==> src/rtl/vec_coal_pkg.sv <==
package vec_coal_pkg;
  localparam int BEAT_BYTES  = 16;
  localparam int BEAT_OFF_W  = 4;
  localparam int STRIP_LOG2  = 3;
  localparam int CNT_W       = $clog2(BEAT_BYTES + 1);

  typedef enum logic [1:0] {
    ESZ_8  = 2'd0,
    ESZ_16 = 2'd1,
    ESZ_32 = 2'd2,
    ESZ_64 = 2'd3
  } esz_e;
endpackage

==> src/rtl/vec_coal_seg_track.sv <==
module vec_coal_seg_track #(
  parameter int IDX_W = 16
) (
  input  logic             clk_i,
  input  logic             rst_ni,
  input  logic             start_i,
  input  logic [IDX_W-1:0] first_i,
  input  logic [IDX_W-1:0] chunk_start_i,
  input  logic             adv_i,
  input  logic             seg_end_i,
  input  logic [IDX_W-1:0] next_elem_i,
  input  logic [IDX_W-1:0] step_i,
  input  logic [IDX_W-1:0] chunk_i,
  output logic [IDX_W-1:0] elem_o,
  output logic [IDX_W-1:0] chunk_left_o
);
  logic [IDX_W-1:0] elem_q, left_q;

  always_ff @(posedge clk_i or negedge rst_ni) begin
    if (!rst_ni) begin
      elem_q <= '0;
      left_q <= '0;
    end else if (start_i) begin
      elem_q <= first_i;
      left_q <= chunk_start_i;
    end else if (adv_i) begin
      elem_q <= next_elem_i;
      // reload at a segment jump, otherwise consume the chunk
      left_q <= seg_end_i ? chunk_i : left_q - step_i;
    end
  end

  assign elem_o       = elem_q;
  assign chunk_left_o = left_q;
endmodule

==> src/rtl/vec_coal_beat_pack.sv <==
module vec_coal_beat_pack
  import vec_coal_pkg::*;
#(
  parameter int ADDR_W = 32,
  parameter int IDX_W  = 16,
  parameter int MAX_VL = 64
) (
  input  logic [ADDR_W-1:0]     base_i,
  input  logic [IDX_W-1:0]      elem_i,
  input  logic [IDX_W-1:0]      vlen_i,
  input  logic [IDX_W-1:0]      chunk_left_i,
  input  logic [IDX_W-1:0]      gap_i,
  input  logic                  multi_i,
  input  esz_e                  esz_i,
  input  logic                  store_i,
  input  logic [MAX_VL-1:0]     pred_i,
  output logic [ADDR_W-1:0]     addr_o,
  output logic [BEAT_BYTES-1:0] mask_o,
  output logic [CNT_W-1:0]      cnt_o,
  output logic [IDX_W-1:0]      step_o,
  output logic                  seg_end_o,
  output logic [IDX_W-1:0]      next_elem_o,
  output logic                  last_o
);
  localparam int PI_W = (MAX_VL > 1) ? $clog2(MAX_VL) : 1;

  logic [ADDR_W-1:0]     eaddr;
  logic [BEAT_OFF_W-1:0] off;
  logic [CNT_W-1:0]      nfit, span;
  logic [IDX_W-1:0]      remain, n_vl, n_idx;

  always_comb begin
    eaddr  = base_i + (ADDR_W'(elem_i) << esz_i);
    off    = eaddr[BEAT_OFF_W-1:0];
    nfit   = (CNT_W'(BEAT_BYTES) - CNT_W'(off)) >> esz_i;
    remain = vlen_i - elem_i;
    n_vl   = (IDX_W'(nfit) < remain) ? IDX_W'(nfit) : remain;
    // chunk boundaries only matter when other lanes own the gap
    n_idx  = (multi_i && (chunk_left_i < n_vl)) ? chunk_left_i : n_vl;
    span   = CNT_W'(n_idx) << esz_i;
  end

  assign addr_o      = {eaddr[ADDR_W-1:BEAT_OFF_W], {BEAT_OFF_W{1'b0}}};
  assign cnt_o       = CNT_W'(n_idx);
  assign step_o      = n_idx;
  assign seg_end_o   = multi_i && (n_idx == chunk_left_i);
  assign next_elem_o = elem_i + n_idx + (seg_end_o ? gap_i : '0);
  assign last_o      = next_elem_o >= vlen_i;

  logic [CNT_W-1:0] rel, kk;
  logic [IDX_W-1:0] pidx;
  logic             hit;

  always_comb begin
    mask_o = '0;
    rel    = '0;
    kk     = '0;
    pidx   = '0;
    hit    = 1'b0;
    for (int b = 0; b < BEAT_BYTES; b++) begin
      rel  = CNT_W'(b) - CNT_W'(off);
      kk   = rel >> esz_i;
      pidx = elem_i + IDX_W'(kk);
      hit  = (CNT_W'(b) >= CNT_W'(off)) && (rel < span);
      mask_o[b] = hit && (!store_i || pred_i[pidx[PI_W-1:0]]);
    end
  end
endmodule

==> src/rtl/vec_unit_coalescer.sv <==
module vec_unit_coalescer
  import vec_coal_pkg::*;
#(
  parameter int ADDR_W         = 32,
  parameter int MAX_VL         = 64,
  parameter int MAX_LANES_LOG2 = 3,
  parameter int STRIDE_W       = 3,
  parameter int IDX_W          = 16,
  localparam int VL_W          = $clog2(MAX_VL + 1),
  localparam int LL_W          = $clog2(MAX_LANES_LOG2 + 1)
) (
  input  logic                      clk_i,
  input  logic                      rst_ni,
  input  logic                      cmd_valid_i,
  output logic                      cmd_ready_o,
  input  logic [ADDR_W-1:0]         cmd_base_i,
  input  logic [VL_W-1:0]           cmd_vlen_i,
  input  logic [1:0]                cmd_esz_i,
  input  logic                      cmd_store_i,
  input  logic [MAX_VL-1:0]         cmd_pred_i,
  input  logic [MAX_LANES_LOG2-1:0] cmd_lane_i,
  input  logic [LL_W-1:0]           cmd_lanes_log2_i,
  input  logic [STRIDE_W-1:0]       cmd_stride_i,
  output logic                      beat_valid_o,
  input  logic                      beat_ready_i,
  output logic [ADDR_W-1:0]         beat_addr_o,
  output logic [BEAT_BYTES-1:0]     beat_mask_o,
  output logic [IDX_W-1:0]          beat_elem_o,
  output logic [CNT_W-1:0]          beat_cnt_o,
  output logic                      beat_done_o
);
  logic              busy_q, multi_q, store_q;
  logic [ADDR_W-1:0] base_q;
  logic [IDX_W-1:0]  vlen_q, chunk_q, gap_q;
  logic [MAX_VL-1:0] pred_q;
  esz_e              esz_q;

  logic [IDX_W-1:0] chunk_in, first_in, gap_in, vlen_in;
  logic             accept, fire;

  assign chunk_in = (IDX_W'(cmd_stride_i) << STRIP_LOG2) + (IDX_W'(1) << STRIP_LOG2);
  assign first_in = IDX_W'(cmd_lane_i) * chunk_in;
  assign gap_in   = (chunk_in << cmd_lanes_log2_i) - chunk_in;
  assign vlen_in  = IDX_W'(cmd_vlen_i);
  assign accept   = cmd_valid_i && !busy_q;

  logic [IDX_W-1:0] elem, chunk_left, next_elem, step;
  logic             seg_end, last;

  assign fire = busy_q && beat_ready_i;

  always_ff @(posedge clk_i or negedge rst_ni) begin
    if (!rst_ni) begin
      busy_q  <= 1'b0;
      multi_q <= 1'b0;
      store_q <= 1'b0;
      base_q  <= '0;
      vlen_q  <= '0;
      chunk_q <= '0;
      gap_q   <= '0;
      pred_q  <= '0;
      esz_q   <= ESZ_8;
    end else if (accept) begin
      busy_q  <= first_in < vlen_in;
      multi_q <= cmd_lanes_log2_i != '0;
      store_q <= cmd_store_i;
      base_q  <= cmd_base_i;
      vlen_q  <= vlen_in;
      chunk_q <= chunk_in;
      gap_q   <= gap_in;
      pred_q  <= cmd_pred_i;
      esz_q   <= esz_e'(cmd_esz_i);
    end else if (fire && last) begin
      busy_q <= 1'b0;
    end
  end

  vec_coal_seg_track #(.IDX_W(IDX_W)) u_track (
    .clk_i         (clk_i),
    .rst_ni        (rst_ni),
    .start_i       (accept),
    .first_i       (first_in),
    .chunk_start_i (chunk_in),
    .adv_i         (fire),
    .seg_end_i     (seg_end),
    .next_elem_i   (next_elem),
    .step_i        (step),
    .chunk_i       (chunk_q),
    .elem_o        (elem),
    .chunk_left_o  (chunk_left)
  );

  vec_coal_beat_pack #(
    .ADDR_W (ADDR_W),
    .IDX_W  (IDX_W),
    .MAX_VL (MAX_VL)
  ) u_pack (
    .base_i       (base_q),
    .elem_i       (elem),
    .vlen_i       (vlen_q),
    .chunk_left_i (chunk_left),
    .gap_i        (gap_q),
    .multi_i      (multi_q),
    .esz_i        (esz_q),
    .store_i      (store_q),
    .pred_i       (pred_q),
    .addr_o       (beat_addr_o),
    .mask_o       (beat_mask_o),
    .cnt_o        (beat_cnt_o),
    .step_o       (step),
    .seg_end_o    (seg_end),
    .next_elem_o  (next_elem),
    .last_o       (last)
  );

  assign cmd_ready_o  = !busy_q;
  assign beat_valid_o = busy_q;
  assign beat_elem_o  = elem;
  assign beat_done_o  = busy_q && last;
endmodule

==> config.mk <==
export PLATFORM = sky130hd
export DESIGN_NAME = vec_unit_coalescer
export DESIGN_NICKNAME = d
export VERILOG_FILES = /design/src/rtl/vec_coal_pkg.sv /design/src/rtl/vec_coal_seg_track.sv /design/src/rtl/vec_coal_beat_pack.sv /design/src/rtl/vec_unit_coalescer.sv
export SDC_FILE = /design/constraint.sdc
export NUM_CORES = 1
export LEC_CHECK = 0
export ABC_CLOCK_PERIOD_IN_PS = 15000
export BUFFER_PORTS_ARGS = -buffer_cell sky130_fd_sc_hd__buf_4
export CAP_MARGIN = 20
export CORE_MARGIN = 5
export CORE_UTILIZATION = 30
export CTS_BUF_LIST = sky130_fd_sc_hd__clkbuf_4 sky130_fd_sc_hd__clkbuf_8
export DETAILED_ROUTE_END_ITERATION = 10
export PLACE_DENSITY_LB_ADDON = 0.12
export SYNTH_ARGS = -nofsm -noshare
export SYNTH_HDL_FRONTEND = slang
export SYNTH_SLANG_ARGS = --single-unit
==> constraint.sdc <==
create_clock -name clk_i -period 15 [get_ports clk_i]
set_clock_uncertainty 0.15 [all_clocks]
set_input_delay 0.75 -clock clk_i [delete_from_list [all_inputs] [get_ports clk_i]]
set_output_delay 0.75 -clock clk_i [all_outputs]
set_load 0.01 [all_outputs]
==> results of run 1 <==
routing by layer:
layer / global-route usage [%] / vias to the layer above
met2: 34.5 / 675
met5: 0 / -
met1: 28.0 / 10700
met3: 3.17 / 99
met4: 4.36 / 0
li1: - / 9464
state kept, by name, summed over array words and instances (netlist names):
| name | flops |
|---|---|
| vlen_q | 7 |
| base_q | 32 |
| gap_q | 11 |
| pred_q | 64 |
| u_track.elem_o | 16 |
| multi_q | 1 |
| u_track.chunk_left_o | 16 |
| chunk_q | 4 |
| beat_valid_o | 1 |
| esz_q | 2 |
| store_q | 1 |
tightest hold or removal path, stage by stage:
cell and delay (ns):
buf_4 0.08, nand2_1 0.04, nand2_1 0.04
cells by family (layout without fill, tap and decap cells):
kind of cell / after synthesis / after routing / share of synthesized area (%)
fa+ha+maj: 271 / 271 / 14.9
flops: 155 / 155 / 15.8
compound gates: 517 / 517 / 13.6
other cells: 2 / 16 / 0.0305
simple gates: 689 / 689 / 12.2
mux: 381 / 381 / 32.6
xor+xnor: 135 / 135 / 4.98
buf+inv: 383 / 424 / 5.97
Yosys cell counts, types with 26 or more instances:
library cell and number:
buf_1 49, clkbuf_1 155, ha_1 234, mux2i_1 34
nor3_1 27, a21oi_1 172, mux4_2 334, and2_1 29
o21ai_0 87, xnor2_1 84, nand2_1 399, nor2_1 119
a21o_1 90, inv_1 170, fa_1 36, dfrtp_1 155
xor2_1 47, nor2b_1 26
layout make-up:
class | count | area (um2)
Sequential cell | 155 | 3890
Tap cell | 1070 | 1340
Timing Repair Buffer | 220 | 1780
Inverter | 172 | 646
Clock buffer | 20 | 275
Multi-Input combinational cell | 2008 | 19400
Clock inverter | 12 | 113
Fill cell | 8384 | 54300
Antenna cell | 1 | 2.50
worst max-delay path by stage:
| stage | to | slack (ns) | depth (start not counted) |
|---|---|---|---|
| 3_5_place_dp | beat_done_o | 0.90 | 45 |
| 6_report | beat_done_o | 0.87 | 45 |
| 4_1_cts | beat_done_o | 0.19 | 45 |
| 3_3_place_gp | beat_done_o | 1.39 | 45 |
| 5_1_grt | beat_done_o | -0.05 | 45 |
| 2_1_floorplan | beat_done_o | 2.76 | 51 |
timing repair:
item                                    in CTS  in global routing
gates resized for setup                      0                  5
endpoints found under the hold margin       43                  0
endpoints found under the setup margin       0                  1
hold buffers                                 1                  0
metrics by stage:
stage          instance area (um2)  TNS [ns]  hold slack, ns
5_1_grt                      27400   -0.0451           0.137
6_report                     27400         0           0.173
3_3_place_gp                 26800         0           0.319
3_5_place_dp                 26800         0           0.324
2_1_floorplan                24700         0           0.287
4_1_cts                      27200         0          0.0999
==> insert_results.sql, run 1 <==
INSERT INTO impl_metrics (metric_group, metric, value, unit) VALUES
('clock_network', 'cts_buffer_depth', '2', ''),
('routing', 'routedLengthMet1', '39900', 'um'),
('clock_network', 'cts_setup_buffers', '0', ''),
('routing', 'wl_met2', '44200', 'um'),
('setup_path', 'r2r_end', 'beat_valid_o', ''),
('setup_path', 'critical-path-top-cell-by-count', 'ha_1', ''),
('routing', 'routed_wl', '90400', 'um'),
('logic_synthesis', 'ys_ff_latch', '155', ''),
('routing', 'highest_metal_layer_with_signal_wires', 'met4', ''),
('layout', 'final_layout_size_suffix_gt1_share', '24.4', '%'),
('layout', 'final_net_count', '2962', ''),
('timing', 'tightest_slew', '1.01', 'ns'),
('setup_path', 'criticalPathCategory', 'reg2out', ''),
('clock_network', 'cell_at_the_root_of_the_clock_tree', 'clkbuf_8', ''),
('routing', 'remaining_drc_errors', '0', ''),
('clock_network', 'insertion_delay', '0.61', 'ns'),
('logic_synthesis', 'post_synth.cell_area_avg', '9.72', 'um2'),
('setup_path', 'worst_path_max_delay_cell', 'fa_1', ''),
('routing', 'drtPass1Iterations', '6', ''),
('placement', 'finalWeightedCongestion', '0.889', ''),
('setup_path', 'stage_delay_of_the_slowest_cell_on_the_critical_path', '0.82', 'ns'),
('setup_path', 'cpLargestDelayFamily', 'compound AO/OA/AOI/OAI gates', ''),
('logic_synthesis', 'synth-edff-count', '0', ''),
('logic_synthesis', 'synth-async-reset-ratio', '100', '%'),
('timing', 'fin_crit', '14.13', 'ns'),
('setup_path', 'setup.worst_path.start_class', 'flip-flop', ''),
('flow_run', 'cap_viol_max_count', '0', ''),
('hold_path', 'hold_crit_depth', '3', ''),
('clock_network', 'clock-sinks', '155', ''),
('logic_synthesis', 'synthFlopType', 'dfrtp_1', ''),
('setup_path', 'worst_ep_arrival_time', '13.23', 'ns'),
('layout', 'layout.cells.non_filler', '3658', ''),
('setup_path', 'crit_path_max_fanout', '27', ''),
('logic_synthesis', 'post_synth_inst_count', '2533', ''),
('clock_network', 'cts_htree_levels', '4', ''),
('logic_synthesis', 'yosysWarningCount', '0', ''),
('status', 'status', 'finished, final reports clean', ''),
('layout', 'syn_to_final_growth', '11.3', '%'),
('timing', 'worst_setup_slack_final', '0.874', 'ns'),
('floorplanning', 'die_w', '296', 'um'),
('floorplanning', 'fp.dieArea', '87900', 'um2'),
('global_routing', 'globalRouteTotalUtil', '20.4', '%'),
('logic_synthesis', 'synth_top_area_cell', 'mux4_2', ''),
('global_routing', 'global_route_wire_length_before_repair', '137000', 'um'),
('floorplanning', 'ioPinCount', '190', ''),
('clock_network', 'tritoncts', 'built', ''),
('hold_path', 'min_delay_worst_endpoint', 'pred_q[0]', ''),
('setup_path', 'crit_path_end_kind', 'primary output', ''),
('floorplanning', 'rows', '105', ''),
('placement', 'dpl_ws', '0.902', 'ns'),
('clock_network', 'clock_pin_slew_on_the_worst_setup_and_hold_paths', '0.11', 'ns'),
('floorplanning', 'chipHeight', '296', 'um'),
('floorplanning', 'core_footprint', '81700', 'um2'),
('global_routing', 'first_global_vias', '21000', ''),
('layout', 'most-common-layout-cells', '398 x nand2_1, 334 x mux4_2, 234 x ha_1', ''),
('floorplanning', 'initial_utilization', '30.1', '%'),
('logic_synthesis', 'synth_area_leaders', 'mux4_2 31%, dfrtp_1 16%, ha_1 12%', ''),
('timing', 'fmaxAchievable', '0.0708', 'GHz'),
('timing', 'finalHoldViolCount', '0', ''),
('layout', 'final_common_cell', 'nand2_1', ''),
('routing', 'met3_length', '4850', 'um'),
('timing', 'final_count_of_negative_setup_slack_endpoints', '0', ''),
('setup_path', 'worst_path_required_time', '14.10', 'ns'),
('setup_path', 'r2r_start', 'esz_q[0]', ''),
('timing', 'finalCritPeriodShare', '94.2', '%'),
('timing', 'relSlewSlack', '32.4', '%'),
('setup_path', 'ff2ff_setup_slack', '2.13', 'ns'),
('hold_path', 'holdCritStartpoint', 'cmd_pred_i[0]', ''),
('global_routing', 'largest_net_degree_at_the_start_of_global_routing', '96', ''),
('clock_network', 'cts-buffers-inserted', '17', ''),
('logic_synthesis', 'synth.lib_cells_used.distinct', '80', '');
Power of run 1 is left out: the tool's default activity adds up to more than one toggle a clock period on the data nets, which glitch-free logic cannot reach.
==> run 2: changes to the inputs <==
- CORE_UTILIZATION: 30 -> 40
==> run 2 against run 1 <==
Against the previous run: wire length decreased by 3.8%; non-clock buffer count decreased by 2; fmax grew 0.78%; final area down 1.4%; die area shrank 24%; highest routed layer is now met5.
==> insert_results.sql, run 2 (synthesis results as in run 1) <==
INSERT INTO impl_metrics (metric_group, metric, value, unit) VALUES
('setup_path', 'crit_path_max_fanout', '39', ''),
('routing', 'detailedRoute.firstIterationViolations', '2125', ''),
('timing', 'finalCritPeriodShare', '93.4', '%'),
('layout', 'syn_to_final_growth', '9.79', '%'),
('clock_network', 'cts-buffers-inserted', '17', ''),
('floorplanning', 'ioPinCount', '190', ''),
('placement', 'finalWeightedCongestion', '0.906', ''),
('clock_network', 'clock-sinks', '155', ''),
('routing', 'routed_wl', '87000', 'um'),
('setup_path', 'worst_ep_arrival_time', '13.12', 'ns'),
('timing', 'fin_crit', '14.02', 'ns'),
('setup_path', 'worst_reg_to_reg_cells', '48', ''),
('setup_path', 'worst_path_max_delay_cell', 'dfrtp_4', ''),
('timing', 'finalSetupTns', '0', 'ns'),
('timing', 'relSlewSlack', '27.7', '%'),
('floorplanning', 'initial_utilization', '40.1', '%'),
('clock_network', 'clock_pin_slew_on_the_worst_setup_and_hold_paths', '0.10', 'ns'),
('global_routing', 'global_route_wire_length_before_repair', '134000', 'um'),
('layout', 'largest_register_ff_count', '64', ''),
('setup_path', 'setup.worst_path.start_class', 'flip-flop', ''),
('setup_path', 'r2r_end', 'beat_valid_o', ''),
('floorplanning', 'chipHeight', '258', 'um'),
('layout', 'registers.top_by_ff_count', 'pred_q', ''),
('routing', 'via_per_inst', '6.31', ''),
('global_routing', 'globalRouteTotalUtil', '25.9', '%'),
('setup_path', 'worst_path_required_time', '14.10', 'ns'),
('clock_network', 'cell_at_the_root_of_the_clock_tree', 'clkbuf_8', ''),
('hold_path', 'worst_hold_path_type', 'in2async', ''),
('clock_network', 'cts_setup_buffers', '0', ''),
('setup_path', 'endpoint', 'beat_done_o', ''),
('timing', 'finalHoldViolCount', '0', ''),
('global_routing', 'first_global_vias', '20900', ''),
('floorplanning', 'die_w', '258', 'um'),
('routing', 'final_antenna_net_count', '0', ''),
('layout', 'final_layout_size_suffix_gt1_share', '24.3', '%'),
('clock_network', 'cts_htree_levels', '4', ''),
('timing', 'unrepaired_setup_endpoints_after_global_routing', 'no', ''),
('placement', 'hpwl', '66900', 'um'),
('status', 'status', 'finished, final reports clean', ''),
('floorplanning', 'rows', '91', ''),
('setup_path', 'ff2ff_setup_slack', '2.20', 'ns'),
('floorplanning', 'fp.dieArea', '66600', 'um2'),
('routing', 'remaining_drc_errors', '0', ''),
('routing', 'drtPass1Iterations', '5', ''),
('timing', 'final_count_of_negative_setup_slack_endpoints', '0', ''),
('setup_path', 'critical-path-top-cell-by-count', 'ha_1', ''),
('layout', 'final_net_count', '2960', ''),
('timing', 'maxSlewViolCount', '0', ''),
('setup_path', 'crit_path_end_kind', 'primary output', ''),
('timing', 'fmaxAchievable', '0.0713', 'GHz'),
('setup_path', 'stage_delay_of_the_slowest_cell_on_the_critical_path', '0.68', 'ns'),
('routing', 'drt-wirelength-per-cell', '25.8', 'um'),
('floorplanning', 'core_footprint', '61400', 'um2'),
('setup_path', 'r2r_start', 'esz_q[1]', ''),
('setup_path', 'criticalPathCategory', 'reg2out', ''),
('routing', 'route.vias.total', '21300', ''),
('placement', 'port-buffer-count', '185', ''),
('layout', 'most-common-layout-cells', '398 x nand2_1, 334 x mux4_2, 234 x ha_1', ''),
('layout', 'regArea', '3890', 'um2'),
('clock_network', 'tritoncts', 'built', ''),
('layout', 'num-fill-cells', '5886', ''),
('clock_network', 'cts_buffer_depth', '2', ''),
('global_routing', 'largest_net_degree_at_the_start_of_global_routing', '89', ''),
('global_routing', 'number_of_antenna_violations_at_the_first_check_in_global_routing', '5', ''),
('layout', 'multi_input_area', '19400', 'um2'),
('layout', 'final_common_cell', 'nand2_1', ''),
('global_routing', 'total_congestion_overflow_after_global_routing', '0', ''),
('clock_network', 'insertion_delay', '0.57', 'ns'),
('setup_path', 'timing.critical_path.from', 'esz_q[1]', ''),
('timing', 'tightest_slew', '1.08', 'ns'),
('flow_run', 'cap_viol_max_count', '0', ''),
('layout', 'largestRegisters', 'pred_q x64, base_q x32', '');
[run 2: cell type report]
class	count	area share [%]
antenna	1	0.00926
clock buffer	17	0.866
clock inverter	15	0.658
inverter	172	2.39
multi-input combinational	2008	71.6
sequential	155	14.4
tap	790	3.66
timing repair buffer	218	6.40
[run 2: metrics by stage]
| stage | util, % | hold slack (ns) | area, um2 | setup slack [ns] | instances |
|---|---|---|---|---|---|
| 2_1_floorplan | - | 0.287 | 24700 | 2.76 | 2546 |
| 3_3_place_gp | 43.1 | 0.311 | 26500 | 1.49 | 3337 |
| 3_5_place_dp | 43.1 | 0.319 | 26500 | 1.22 | 3337 |
| 4_1_cts | 43.8 | 0.0997 | 26900 | 0.520 | 3369 |
| 5_1_grt | 44.0 | 0.163 | 27000 | 0.0797 | 3376 |
| 6_report | 44.0 | 0.111 | 27000 | 0.984 | 3376 |
[run 2: repair_timing]
action | in CTS | in global routing
resized for setup | 0 | 4
endpoints found under the hold margin | 0 | 0
endpoints found under the setup margin | 0 | 1
hold buffers | 0 | 0
[run 2: worst max-delay path, delay by kind of cell, from the launching register on]
family          cells  cell delay [ns]
flops               1             0.68
mux                 1             0.42
compound gates     14             3.91
simple gates       15             3.45
buf+inv             7             0.86
xor+xnor            2             0.46
fa+ha+maj           9             2.73
[run 2: worst min path at each step]
stage | slack (ns) | start | end | cells after the start
3_5_place_dp | 0.32 | chunk_q[3] | chunk_q[3] | 1
4_1_cts | 0.1 | rst_ni | gap_q[14] | 1
5_1_grt | 0.16 | rst_ni | u_track.chunk_left_o[12] | 1
6_report | 0.11 | rst_ni | u_track.chunk_left_o[12] | 1
3_3_place_gp | 0.31 | chunk_q[3] | chunk_q[3] | 1
2_1_floorplan | 0.29 | gap_q[4] | gap_q[4] | 2
[run 2: per-layer routing]
metal  wire [um]  track usage (%)  up-vias
met5          13                0        -
met4        1600             5.30        2
met3        7110             5.37      129
met2       39000             39.3      960
met1       39300             38.5    10700
li1            -                -     9456
Power of run 2 is left out for the same reason.
